<file path="src/rtl/cstate_pkg.sv">
package cstate_pkg;

    localparam int NUM_ST = 6;

    typedef enum logic [2:0] {
        ST_ACT  = 3'd0,
        ST_HALT = 3'd1,
        ST_MON  = 3'd2,
        ST_LV2  = 3'd3,
        ST_DEEP = 3'd4,
        ST_SG   = 3'd5
    } cst_e;

    typedef struct packed {
        cst_e cur;
        cst_e saved;
        logic l6_pend;
        logic wake;
    } fsm_regs_t;

    function automatic logic [NUM_ST-1:0] to_onehot(cst_e s);
        logic [NUM_ST-1:0] oh;
        oh = '0;
        oh[s] = 1'b1;
        return oh;
    endfunction

endpackage

</file>
<file path="src/rtl/cstate_sync.sv">
module cstate_sync #(
    parameter int             W       = 1,
    parameter int             STAGES  = 2,
    parameter logic [W-1:0]   RST_VAL = '0
) (
    input  logic         clk,
    input  logic         rst_n,
    input  logic [W-1:0] din,
    output logic [W-1:0] dout
);
    logic [W-1:0] stg_d [STAGES];
    logic [W-1:0] stg_q [STAGES];

    always_comb begin
        stg_d[0] = din;
        for (int i = 1; i < STAGES; i++) begin
            stg_d[i] = stg_q[i-1];
        end
    end

    always_ff @(posedge clk or negedge rst_n) begin
        if (!rst_n) begin
            for (int i = 0; i < STAGES; i++) stg_q[i] <= RST_VAL;
        end else begin
            for (int i = 0; i < STAGES; i++) stg_q[i] <= stg_d[i];
        end
    end

    assign dout = stg_q[STAGES-1];
endmodule

</file>
<file path="src/rtl/cstate_brk_comb.sv">
module cstate_brk_comb #(
    parameter int                 NUM_BRK   = 8,
    parameter logic [NUM_BRK-1:0] EDGE_MASK = '0
) (
    input  logic               clk,
    input  logic               rst_n,
    input  logic [NUM_BRK-1:0] brk_s,
    input  logic               mon_s,
    input  logic               stp_n_s,
    output logic               halt_brk,
    output logic               core_brk,
    output logic               stp_on
);
    logic [NUM_BRK-1:0] hit;

    for (genvar g = 0; g < NUM_BRK; g++) begin : g_src
        if (EDGE_MASK[g]) begin : g_edge
            logic prev_d, prev_q;
            always_comb prev_d = brk_s[g];
            always_ff @(posedge clk or negedge rst_n) begin
                if (!rst_n) prev_q <= 1'b0;
                else        prev_q <= prev_d;
            end
            assign hit[g] = brk_s[g] ^ prev_q;
        end else begin : g_level
            assign hit[g] = brk_s[g];
        end
    end

    assign halt_brk = |hit;
    assign stp_on   = ~stp_n_s;
    assign core_brk = (halt_brk | mon_s) & ~stp_on;


    core_gated_chk: assert property (@(posedge clk) disable iff (!rst_n)
        core_brk |-> stp_n_s);
endmodule

</file>
<file path="src/rtl/cstate_fsm.sv">
module cstate_fsm
    import cstate_pkg::*;
(
    input  logic              clk,
    input  logic              rst_n,
    input  logic              halt_req,
    input  logic              mwait_req,
    input  logic [1:0]        mwait_hint,
    input  logic              lvl2_rd,
    input  logic              lvl4_rd,
    input  logic              lvl6_rd,
    input  logic              cache_flushed,
    input  logic              halt_brk,
    input  logic              core_brk,
    input  logic              stp_on,
    output logic [NUM_ST-1:0] state_oh,
    output logic              wake
);
    fsm_regs_t r_d, r_q;
    logic      l6_want;

    always_comb begin
        r_d      = r_q;
        r_d.wake = 1'b0;
        l6_want  = lvl6_rd | r_q.l6_pend;
        unique case (r_q.cur)
            ST_ACT: begin
                if (stp_on) begin
                    r_d.cur   = ST_SG;
                    r_d.saved = ST_ACT;
                end else if (lvl4_rd || (mwait_req && mwait_hint[1])
                             || (l6_want && cache_flushed)) begin
                    r_d.cur = ST_DEEP;
                end else if (lvl2_rd || (mwait_req && mwait_hint == 2'd1)) begin
                    r_d.cur = ST_LV2;
                end else if (mwait_req) begin
                    r_d.cur = ST_MON;
                end else if (halt_req) begin
                    r_d.cur = ST_HALT;
                end
            end
            ST_HALT: begin
                if (stp_on) begin
                    r_d.cur   = ST_SG;
                    r_d.saved = ST_HALT;
                end else if (halt_brk) begin
                    r_d.cur = ST_ACT;
                end
            end
            ST_MON: begin
                if (stp_on) begin
                    r_d.cur   = ST_SG;
                    r_d.saved = ST_MON;
                end else if (core_brk) begin
                    r_d.cur = ST_ACT;
                end
            end
            ST_LV2, ST_DEEP: begin
                if (core_brk) r_d.cur = ST_ACT;
            end
            ST_SG: begin
                if (!stp_on) r_d.cur = r_q.saved;
            end
            default: r_d.cur = ST_ACT;
        endcase
        r_d.l6_pend = (r_d.cur == ST_ACT) && (r_q.cur == ST_ACT) && l6_want;
        r_d.wake    = (r_d.cur == ST_ACT) && (r_q.cur != ST_ACT);
    end

    always_ff @(posedge clk or negedge rst_n) begin
        if (!rst_n) begin
            r_q <= '{cur: ST_ACT, saved: ST_ACT, l6_pend: 1'b0, wake: 1'b0};
        end else begin
            r_q <= r_d;
        end
    end

    assign state_oh = to_onehot(r_q.cur);
    assign wake     = r_q.wake;


    onehot_state_chk: assert property (@(posedge clk) disable iff (!rst_n)
        $countones(state_oh) == 1);

    wake_on_entry_chk: assert property (@(posedge clk) disable iff (!rst_n)
        wake |-> (state_oh[0] && $past(r_q.cur) != ST_ACT));

    deep_no_sg_chk: assert property (@(posedge clk) disable iff (!rst_n)
        (r_q.cur == ST_LV2 || r_q.cur == ST_DEEP) |=> r_q.cur != ST_SG);

    sg_hold_chk: assert property (@(posedge clk) disable iff (!rst_n)
        (r_q.cur == ST_SG && stp_on) |=> r_q.cur == ST_SG);

    halt_stays_chk: assert property (@(posedge clk) disable iff (!rst_n)
        (r_q.cur == ST_HALT && !stp_on && !halt_brk) |=> $stable(state_oh));
endmodule

</file>
<file path="src/rtl/thread_cstate_ctrl.sv">
module thread_cstate_ctrl #(
    parameter int                 NUM_BRK     = 8,
    parameter logic [NUM_BRK-1:0] EDGE_MASK   = NUM_BRK'(1),
    parameter int                 SYNC_STAGES = 2
) (
    input  logic               clk,
    input  logic               rst_n,
    input  logic               halt_req,
    input  logic               mwait_req,
    input  logic [1:0]         mwait_hint,
    input  logic               lvl2_rd,
    input  logic               lvl4_rd,
    input  logic               lvl6_rd,
    input  logic               cache_flushed,
    input  logic [NUM_BRK-1:0] brk_pins,
    input  logic               mon_evt,
    input  logic               stop_clk_n,
    output logic [5:0]         state_oh,
    output logic               wake_pulse
);
    localparam int PIN_W = NUM_BRK + 2;
    localparam logic [PIN_W-1:0] PIN_RST = {1'b1, 1'b0, {NUM_BRK{1'b0}}};

    logic [PIN_W-1:0] pins_s;
    logic             halt_brk, core_brk, stp_on;

    cstate_sync #(.W(PIN_W), .STAGES(SYNC_STAGES), .RST_VAL(PIN_RST)) u_sync (
        .clk  (clk),
        .rst_n(rst_n),
        .din  ({stop_clk_n, mon_evt, brk_pins}),
        .dout (pins_s)
    );

    cstate_brk_comb #(.NUM_BRK(NUM_BRK), .EDGE_MASK(EDGE_MASK)) u_brk (
        .clk     (clk),
        .rst_n   (rst_n),
        .brk_s   (pins_s[NUM_BRK-1:0]),
        .mon_s   (pins_s[NUM_BRK]),
        .stp_n_s (pins_s[NUM_BRK+1]),
        .halt_brk(halt_brk),
        .core_brk(core_brk),
        .stp_on  (stp_on)
    );

    cstate_fsm u_fsm (
        .clk          (clk),
        .rst_n        (rst_n),
        .halt_req     (halt_req),
        .mwait_req    (mwait_req),
        .mwait_hint   (mwait_hint),
        .lvl2_rd      (lvl2_rd),
        .lvl4_rd      (lvl4_rd),
        .lvl6_rd      (lvl6_rd),
        .cache_flushed(cache_flushed),
        .halt_brk     (halt_brk),
        .core_brk     (core_brk),
        .stp_on       (stp_on),
        .state_oh     (state_oh),
        .wake         (wake_pulse)
    );
endmodule

</file>
<file path="config.mk">
export PLATFORM = sky130hd
export DESIGN_NAME = thread_cstate_ctrl
export DESIGN_NICKNAME = d
export VERILOG_FILES = /design/src/rtl/cstate_pkg.sv /design/src/rtl/cstate_sync.sv /design/src/rtl/cstate_brk_comb.sv /design/src/rtl/cstate_fsm.sv /design/src/rtl/thread_cstate_ctrl.sv
export SDC_FILE = /design/constraint.sdc
export NUM_CORES = 1
export LEC_CHECK = 0
export ABC_AREA = 1
export ABC_CLOCK_PERIOD_IN_PS = 2800
export BUFFER_PORTS_ARGS = -buffer_cell sky130_fd_sc_hd__clkbuf_2
export CAP_MARGIN = 10
export CORE_MARGIN = 2
export CORE_UTILIZATION = 25
export DETAILED_ROUTE_END_ITERATION = 10
export PLACE_DENSITY = 0.43
export SLEW_MARGIN = 20
export SYNTH_ARGS = -nofsm -noshare
export SYNTH_HDL_FRONTEND = slang
export SYNTH_HIERARCHICAL = 1
export SYNTH_SLANG_ARGS = --single-unit
</file>
<file path="constraint.sdc">
create_clock -name clk -period 2.8 [get_ports clk]
set_input_delay 0.28 -clock clk [delete_from_list [all_inputs] [get_ports clk]]
set_output_delay 0.28 -clock clk [all_outputs]
set_load 0.02 [all_outputs]
</file>
==> results.py, run 1 <==
metrics = {
    "outcome": {
        "outcome": "complete, no violations",
    },
    "pwr": {
        "intPower_uw": 693.6,
        "pwr-share-seq": 0.479,
        "comb_power_share": 0.303,
        "vdd_drop_max_mv": 0.2560,
        "power.clock.fraction": 0.219,
        "p_per_area_nw_per_um2": 779.6,
        "swShare": 0.3611,
        "power_switching_uw": 392.0,
        "p_leak_nw": 0.7529,
    },
    "timing": {
        "drv_slew": 0,
        "fin_crit_ns": 1.686,
        "setup_violations": 0,
        "timing.fmax_mhz": 593.2,
        "finalSetupTns_ns": 0,
        "final.period_utilization": 0.6021,
        "finClkSkew_ns": 0.001785,
        "grt_setup_unrepaired": "no",
        "worstMarginPinSlew_ns": 0.6660,
        "hold_viol": 0,
        "timing.final.ws_setup_ns": 1.114,
        "max_slew_margin": 0.5560,
    },
    "worst_setup_path": {
        "path_class": "reg -> out",
        "ff2ff_setup_slack_ns": 1.31,
        "cp.required_ns": 2.52,
        "critPathArrivalTime_ns": 1.41,
        "critPathLaunch": "u_fsm/r_q[5]$_DFF_PN0_",
        "worstRegToRegCells": 8,
        "cp-end-kind": "output port",
        "cp-start-kind": "flop",
        "cp_max_fo": 11,
        "r2r_end": "u_fsm/wake$_DFF_PN0_",
        "r2r-start": "u_fsm/r_q[5]$_DFF_PN0_",
    },
    "logic_synthesis": {
        "syn_area_per_cell_sq_um": 9.610,
        "yosysSeqAreaShare": 0.5998,
        "synth_area_leaders": "dfrtp_1 (55%), nand2_1 (8.0%), inv_1 (5.4%)",
        "synth-seq-cells": 28,
        "yosysTopAreaCell": "dfrtp_1",
        "syn_nets": 142,
        "netlist.area_leader.share": 0.5550,
        "yosys_warnings": 6,
        "syn-cell-area_sq_um": 1172,
        "synth.distinct_cells": 22,
        "syn_inst": 122,
    },
    "cells_and_area": {
        "layout_common_cells": "clkbuf_2 (26), dfrtp_1 (26), nand2_1 (25), inv_1 (17), nor2_1 (10)",
        "antenna_cells": 0,
        "final_layout_size_suffix_gt1_frac": 0.3289,
        "areaGrowthSynthToFinish_pct": 18.78,
        "layout.nets": 170,
        "finish.utilization": 0.3133,
    },
    "grt": {
        "grt_use_total": 0.07531,
        "grt-ovfl-total": 0,
        "grt_pass1_wl_mm": 3.084,
        "first_global_vias": 723,
        "antenna_found_initial": 0,
        "grt_max_degree": 29,
    },
    "floorplanning": {
        "core_area_sq_um": 4444,
        "die_w_um": 72.48,
        "rows": 24,
        "dieArea_sq_um": 5253,
        "initial_core_util": 0.2638,
        "io_pins": 27,
        "fp.dieH_um": 72.48,
    },
    "placed_design": {
        "dp_slack_ns": 1.321,
        "dp_hpwl_mm": 1.438,
        "port_buffers": 26,
        "gp_congestion": 0.8865,
    },
    "clocking": {
        "tritoncts": "done",
        "cts.repair.resized": 0,
        "cts_hold_buf": 0,
        "clkSlewWorstSetupHoldPaths_ns": 0.09,
        "post-cts-setup-buffers": 0,
        "root_buffer": "clkbuf_8",
        "clock_path_buffers": 2,
        "cts_sinks": 28,
        "htreeDepth": 1,
        "cts_inserted_buffers": 3,
        "insertion_delay_ns": 0.26,
    },
    "route": {
        "wire_per_inst_um": 9.244,
        "vias": 826,
        "firstDrtPassIters": 4,
        "wl_mm": 1.858,
        "drc": 0,
        "ant_nets": 0,
        "viasPerCell": 4.109,
        "dr.first_iter.drc_count": 64,
    },
    "min_path": {
        "hold_class": "in -> async",
    },
    "flow_run": {
        "maxCapViolations": 0,
    },
}
## layout make-up
class                      count  area (sq um)
clock buffer                   4         55.05
multi-input combinational     70         357.8
tap                           52         65.06
inverter                      21         81.33
fill                         473          3052
timing repair buffer          26         130.1
sequential                    28         703.2
## routing by layer
metal  vias up  share of wire  GRT usage
met1       369           0.48    0.09649
li1        427              -          -
met2        30           0.44     0.1213
met4         0              0    0.03086
met5         -              0          0
met3         0          0.079    0.01944
## flip-flops by register name (all words and copies together) (netlist names)
name,count
u_brk/g_src.g_edge.prev_q,1
u_sync/stg_d,10
u_fsm/r_q,6
u_fsm/wake,1
u_sync/dout,10
## power groups by stage
| stage | clock network [mW] | logic (mW) | registers, mW |
|---|---|---|---|
| final | 0.238 | 0.329 | 0.519 |
| after global routing | 0.267 | 0.369 | 0.529 |
| after CTS | 0.252 | 0.332 | 0.520 |
| after detailed placement | 0 | 0.331 | 0.528 |
| after global placement | 0 | 0.328 | 0.528 |
| after floorplan | 0 | 0.302 | 0.486 |
## kinds of logic after synthesis
kind of cell,after synthesis,share of synthesized area
compound gates,7,0.03308
flops,28,0.5998
buf+inv,24,0.09499
simple gates,63,0.2721
## worst max-delay path: stages (launching register included)
cell	delay (ns)
dfrtp_1	0.59
inv_1	0.18
nor3_1	0.17
clkbuf_2	0.20
## stage by stage
stage          hold WS [ns]  area (sq um)  cells  power [mW]
2_1_floorplan      -0.01559          1172    122      0.7881
5_1_grt             0.07651          1393    201       1.164
4_1_cts             0.04759          1393    201       1.103
3_5_place_dp         0.3347          1338    197      0.8588
3_3_place_gp         0.3331          1338    197      0.8566
6_report            0.03016          1393    201       1.086
## synth_stat cells (all sizes together)
library cell	number
nand3	6
nor2	16
o21ai	3
a21oi	4
nand4	5
dfstp	2
dfrtp	26
nand2	31
buf	3
nand3b	2
nor3	2
inv	21
and2	1
## how the worst max path moves through the flow
stage	slack, ns	endpoint	cells after the start
2_1_floorplan	1.46	u_fsm/wake$_DFF_PN0_	14
3_3_place_gp	1.34	u_fsm/wake$_DFF_PN0_	14
3_5_place_dp	1.32	u_fsm/wake$_DFF_PN0_	14
4_1_cts	1.10	state_oh[0]	4
5_1_grt	1.0	state_oh[0]	4
6_report	1.11	state_oh[1]	3
Note: power is estimated with default switching activity, not from simulation.
==> run 2, diff against run 1 <==
--- a/config.mk
+++ b/config.mk
@@ -5,14 +5,14 @@
 export SDC_FILE = /design/constraint.sdc
 export NUM_CORES = 1
 export LEC_CHECK = 0
-export ABC_AREA = 1
-export ABC_CLOCK_PERIOD_IN_PS = 2800
+export ABC_AREA = 0
+export ABC_CLOCK_PERIOD_IN_PS = 1800
 export BUFFER_PORTS_ARGS = -buffer_cell sky130_fd_sc_hd__clkbuf_2
 export CAP_MARGIN = 10
 export CORE_MARGIN = 2
 export CORE_UTILIZATION = 25
 export DETAILED_ROUTE_END_ITERATION = 10
-export PLACE_DENSITY = 0.43
+export PLACE_DENSITY = 0.44
 export SLEW_MARGIN = 20
 export SYNTH_ARGS = -nofsm -noshare
 export SYNTH_HDL_FRONTEND = slang
==> constraint.sdc (replaced) <==
create_clock -name clk -period 1.8 [get_ports clk]
set_input_delay 0.18 -clock clk [delete_from_list [all_inputs] [get_ports clk]]
set_output_delay 0.18 -clock clk [all_outputs]
set_load 0.02 [all_outputs]
==> run 2 against run 1 <==
  * Power is 59% higher
  * Sequential share of layout area is 2.0 points higher
  * Critical path type is now reg -> reg
  * Register-to-register slack worse by 1.1 ns
  * Flip-flop and latch count stayed put
  * Critical endpoint is now u_fsm/r_q[1]$_DFF_PN0_
  * Clock power is 52% higher
  * Wire length is 3.0% lower
  * Highest routed layer unchanged
  * Count of clock-buffer cells in the layout stayed put
==> results.py, run 2 <==
metrics = {
    "outcome": {
        "outcome": "complete, no violations",
    },
    "route": {
        "wire_per_inst_um": 11.48,
        "ant_nets": 0,
        "viasPerCell": 4.306,
        "vias": 676,
        "wl_mm": 1.803,
        "dr.first_iter.drc_count": 17,
        "drc": 0,
        "firstDrtPassIters": 2,
    },
    "logic_synthesis": {
        "synth_edf_count": 0,
        "synthArstFlopShare": 1.000,
        "synth_area_leaders": "dfrtp_1 (61%), dfstp_2 (4.9%), nor3b_1 (2.1%)",
        "syn_nets": 96,
        "netlist.area_leader.share": 0.6061,
        "synth_ff_type": "dfrtp_1",
        "syn_inst": 76,
        "syn-cell-area_sq_um": 1074,
        "syn_area_per_cell_sq_um": 14.13,
        "yosysSeqAreaShare": 0.6550,
        "yosys_warnings": 6,
        "synth.distinct_cells": 36,
        "synth-seq-cells": 28,
        "yosysMostFrequentCell": "dfrtp_1",
        "yosysTopAreaCell": "dfrtp_1",
        "synth_common_cells": "dfrtp_1 (26), nor2_1 (4), inv_1 (3), nor3b_1 (3), o21ai_1 (3)",
    },
    "grt": {
        "grt_max_degree": 29,
        "grt_pass1_wl_mm": 3.125,
        "use_met2": 0.1154,
        "antenna_found_initial": 0,
        "use_met1": 0.1120,
        "grt.busiest_layer": "met2",
        "use_met3": 0.02616,
        "grt_use_total": 0.07962,
        "first_global_vias": 665,
        "grt-ovfl-total": 0,
    },
    "worst_setup_path": {
        "path_buf_inv": 0,
        "path_cells": "xnor2_1 -> a41oi_1 -> nor3b_1 -> a32oi_1 -> o31ai_2 -> nor4_2",
        "cp-start-kind": "flop",
        "crit_family": "compound AO/OA/AOI/OAI gates",
        "path_class": "reg -> reg",
        "slowest_stage": "dfrtp_1",
        "critPathLaunch": "u_sync/dout[0]$_DFF_PN0_",
        "cp.required_ns": 1.97,
        "cpPeakStageDelay_ns": 0.40,
        "critPathArrivalTime_ns": 1.78,
        "cp_max_fo": 2,
        "r2r-start": "u_sync/dout[0]$_DFF_PN0_",
        "cp-end-kind": "flop",
    },
    "timing": {
        "finClkSkew_ns": 0.002097,
        "hold_ws_ns": 0.01887,
        "grt_setup_unrepaired": "no",
        "fin_crit_ns": 1.611,
        "hold_viol": 0,
        "timing.fmax_mhz": 620.7,
        "final.period_utilization": 0.8950,
        "drv_slew": 0,
        "setup_violations": 0,
        "worstMarginPinSlew_ns": 0.6410,
        "finalSetupTns_ns": 0,
        "max_slew_margin": 0.5727,
    },
    "clocking": {
        "cts_sinks": 28,
        "tritoncts": "done",
        "insertion_delay_ns": 0.26,
        "clkSlewWorstSetupHoldPaths_ns": 0.08,
        "root_buffer": "clkbuf_8",
        "htreeDepth": 1,
        "clock_path_buffers": 2,
        "cts_inserted_buffers": 3,
    },
    "cells_and_area": {
        "layout_common_cells": "clkbuf_2 (26), dfrtp_1 (25), clkbuf_8 (4), nor2_1 (4)",
        "fill_cells": 410,
        "layout.nets": 128,
        "final_common_cell": "clkbuf_2",
        "final_layout_size_suffix_gt1_frac": 0.4206,
        "finish.utilization": 0.3306,
        "areaGrowthSynthToFinish_pct": 24.94,
        "antenna_cells": 0,
    },
    "min_path": {
        "min_from": "brk_pins[2]",
        "hold_class": "in -> reg",
    },
    "floorplanning": {
        "die_w_um": 69.53,
        "fp.dieH_um": 69.53,
        "dieArea_sq_um": 4834,
        "core_area_sq_um": 4058,
        "rows": 23,
        "io_pins": 27,
        "initial_core_util": 0.2646,
    },
    "flow_run": {
        "maxCapViolations": 0,
    },
    "placed_design": {
        "gp_congestion": 0.7916,
        "dp_hpwl_mm": 1.344,
        "port_buffers": 26,
    },
    "pwr": {
        "vdd_drop_max_mv": 0.4656,
        "p_per_area_nw_per_um2": 1285,
        "p_leak_nw": 0.5994,
    },
}
run 2: layer usage:
layer  vias to the layer above  wire length [um]
met5                         -                 0
met4                         0                 0
met3                         0               135
met2                        25               787
met1                       320               880
li1                        331                 -
run 2: repair_timing:
item / 4_1_cts / 5_1_grt
endpoints found under the setup margin: 0 / 2
hold endpoints to repair: 27 / 1
hold buffers: 2 / 1
buffers inserted: 0 / 0
resized for setup: 0 / 2
run 2: cell families (layout without fill, tap and decap cells):
group | Yosys count | after routing | share of synthesized area
simple gates | 24 | 24 | 0.1748
compound gates | 17 | 17 | 0.1294
xor+xnor | 1 | 1 | 0.008160
buf+inv | 6 | 37 | 0.03263
flops | 28 | 28 | 0.6550
run 2: cell type report:
type | instances | area (sq um) | area share
flip-flops and latches | 28 | 704.4 | 0.5252
multi-input cells | 42 | 340.3 | 0.2537
repair buffers | 30 | 167.7 | 0.1250
well taps | 50 | 62.56 | 0.04664
clock buffers | 4 | 55.05 | 0.04104
inverters | 3 | 11.26 | 0.008395
run 2: final timing paths:
check	endpoint	cells after the start	slack (ns)
max in group asynchronous	u_fsm/r_q[5]$_DFF_PN0_	2	0.88
setup reg to reg	u_fsm/r_q[1]$_DFF_PN0_	6	0.19
hold reg to reg	u_sync/dout[6]$_DFF_PN0_	0	0.35
hold / removal	u_sync/stg_d[2]$_DFF_PN0_	1	0.02
setup / recovery	u_fsm/r_q[1]$_DFF_PN0_	6	0.19
min in group asynchronous	u_sync/stg_d[8]$_DFF_PN0_	2	0.47
run 2: metrics by stage:
stage               power [mW]  instances  worst slack, ns  cell area [sq um]
global route             1.852        157          0.06020               1341
CTS                      1.735        156           0.1036               1325
finish                   1.723        157           0.1890               1341
global placement         1.355        150           0.1891               1250
detailed placement       1.365        150           0.1177               1250
floorplan                1.229         76           0.2499               1074
run 2: worst reg2reg max path, stage by stage, from the launching register on:
cell and delay (ns):
dfrtp_1 0.40, xnor2_1 0.14, a41oi_1 0.26, nor3b_1 0.10, a32oi_1 0.28, o31ai_2 0.14, nor4_2 0.22
run 2: report_power, final:
part | leakage (nW) | internal, mW | switching (mW) | total [mW]
sequential | 0.329 | 0.719 | 0.132 | 0.851
clock | 0.0288 | 0.195 | 0.166 | 0.361
combinational | 0.241 | 0.228 | 0.283 | 0.511
total | 0.599 | 1.14 | 0.582 | 1.72
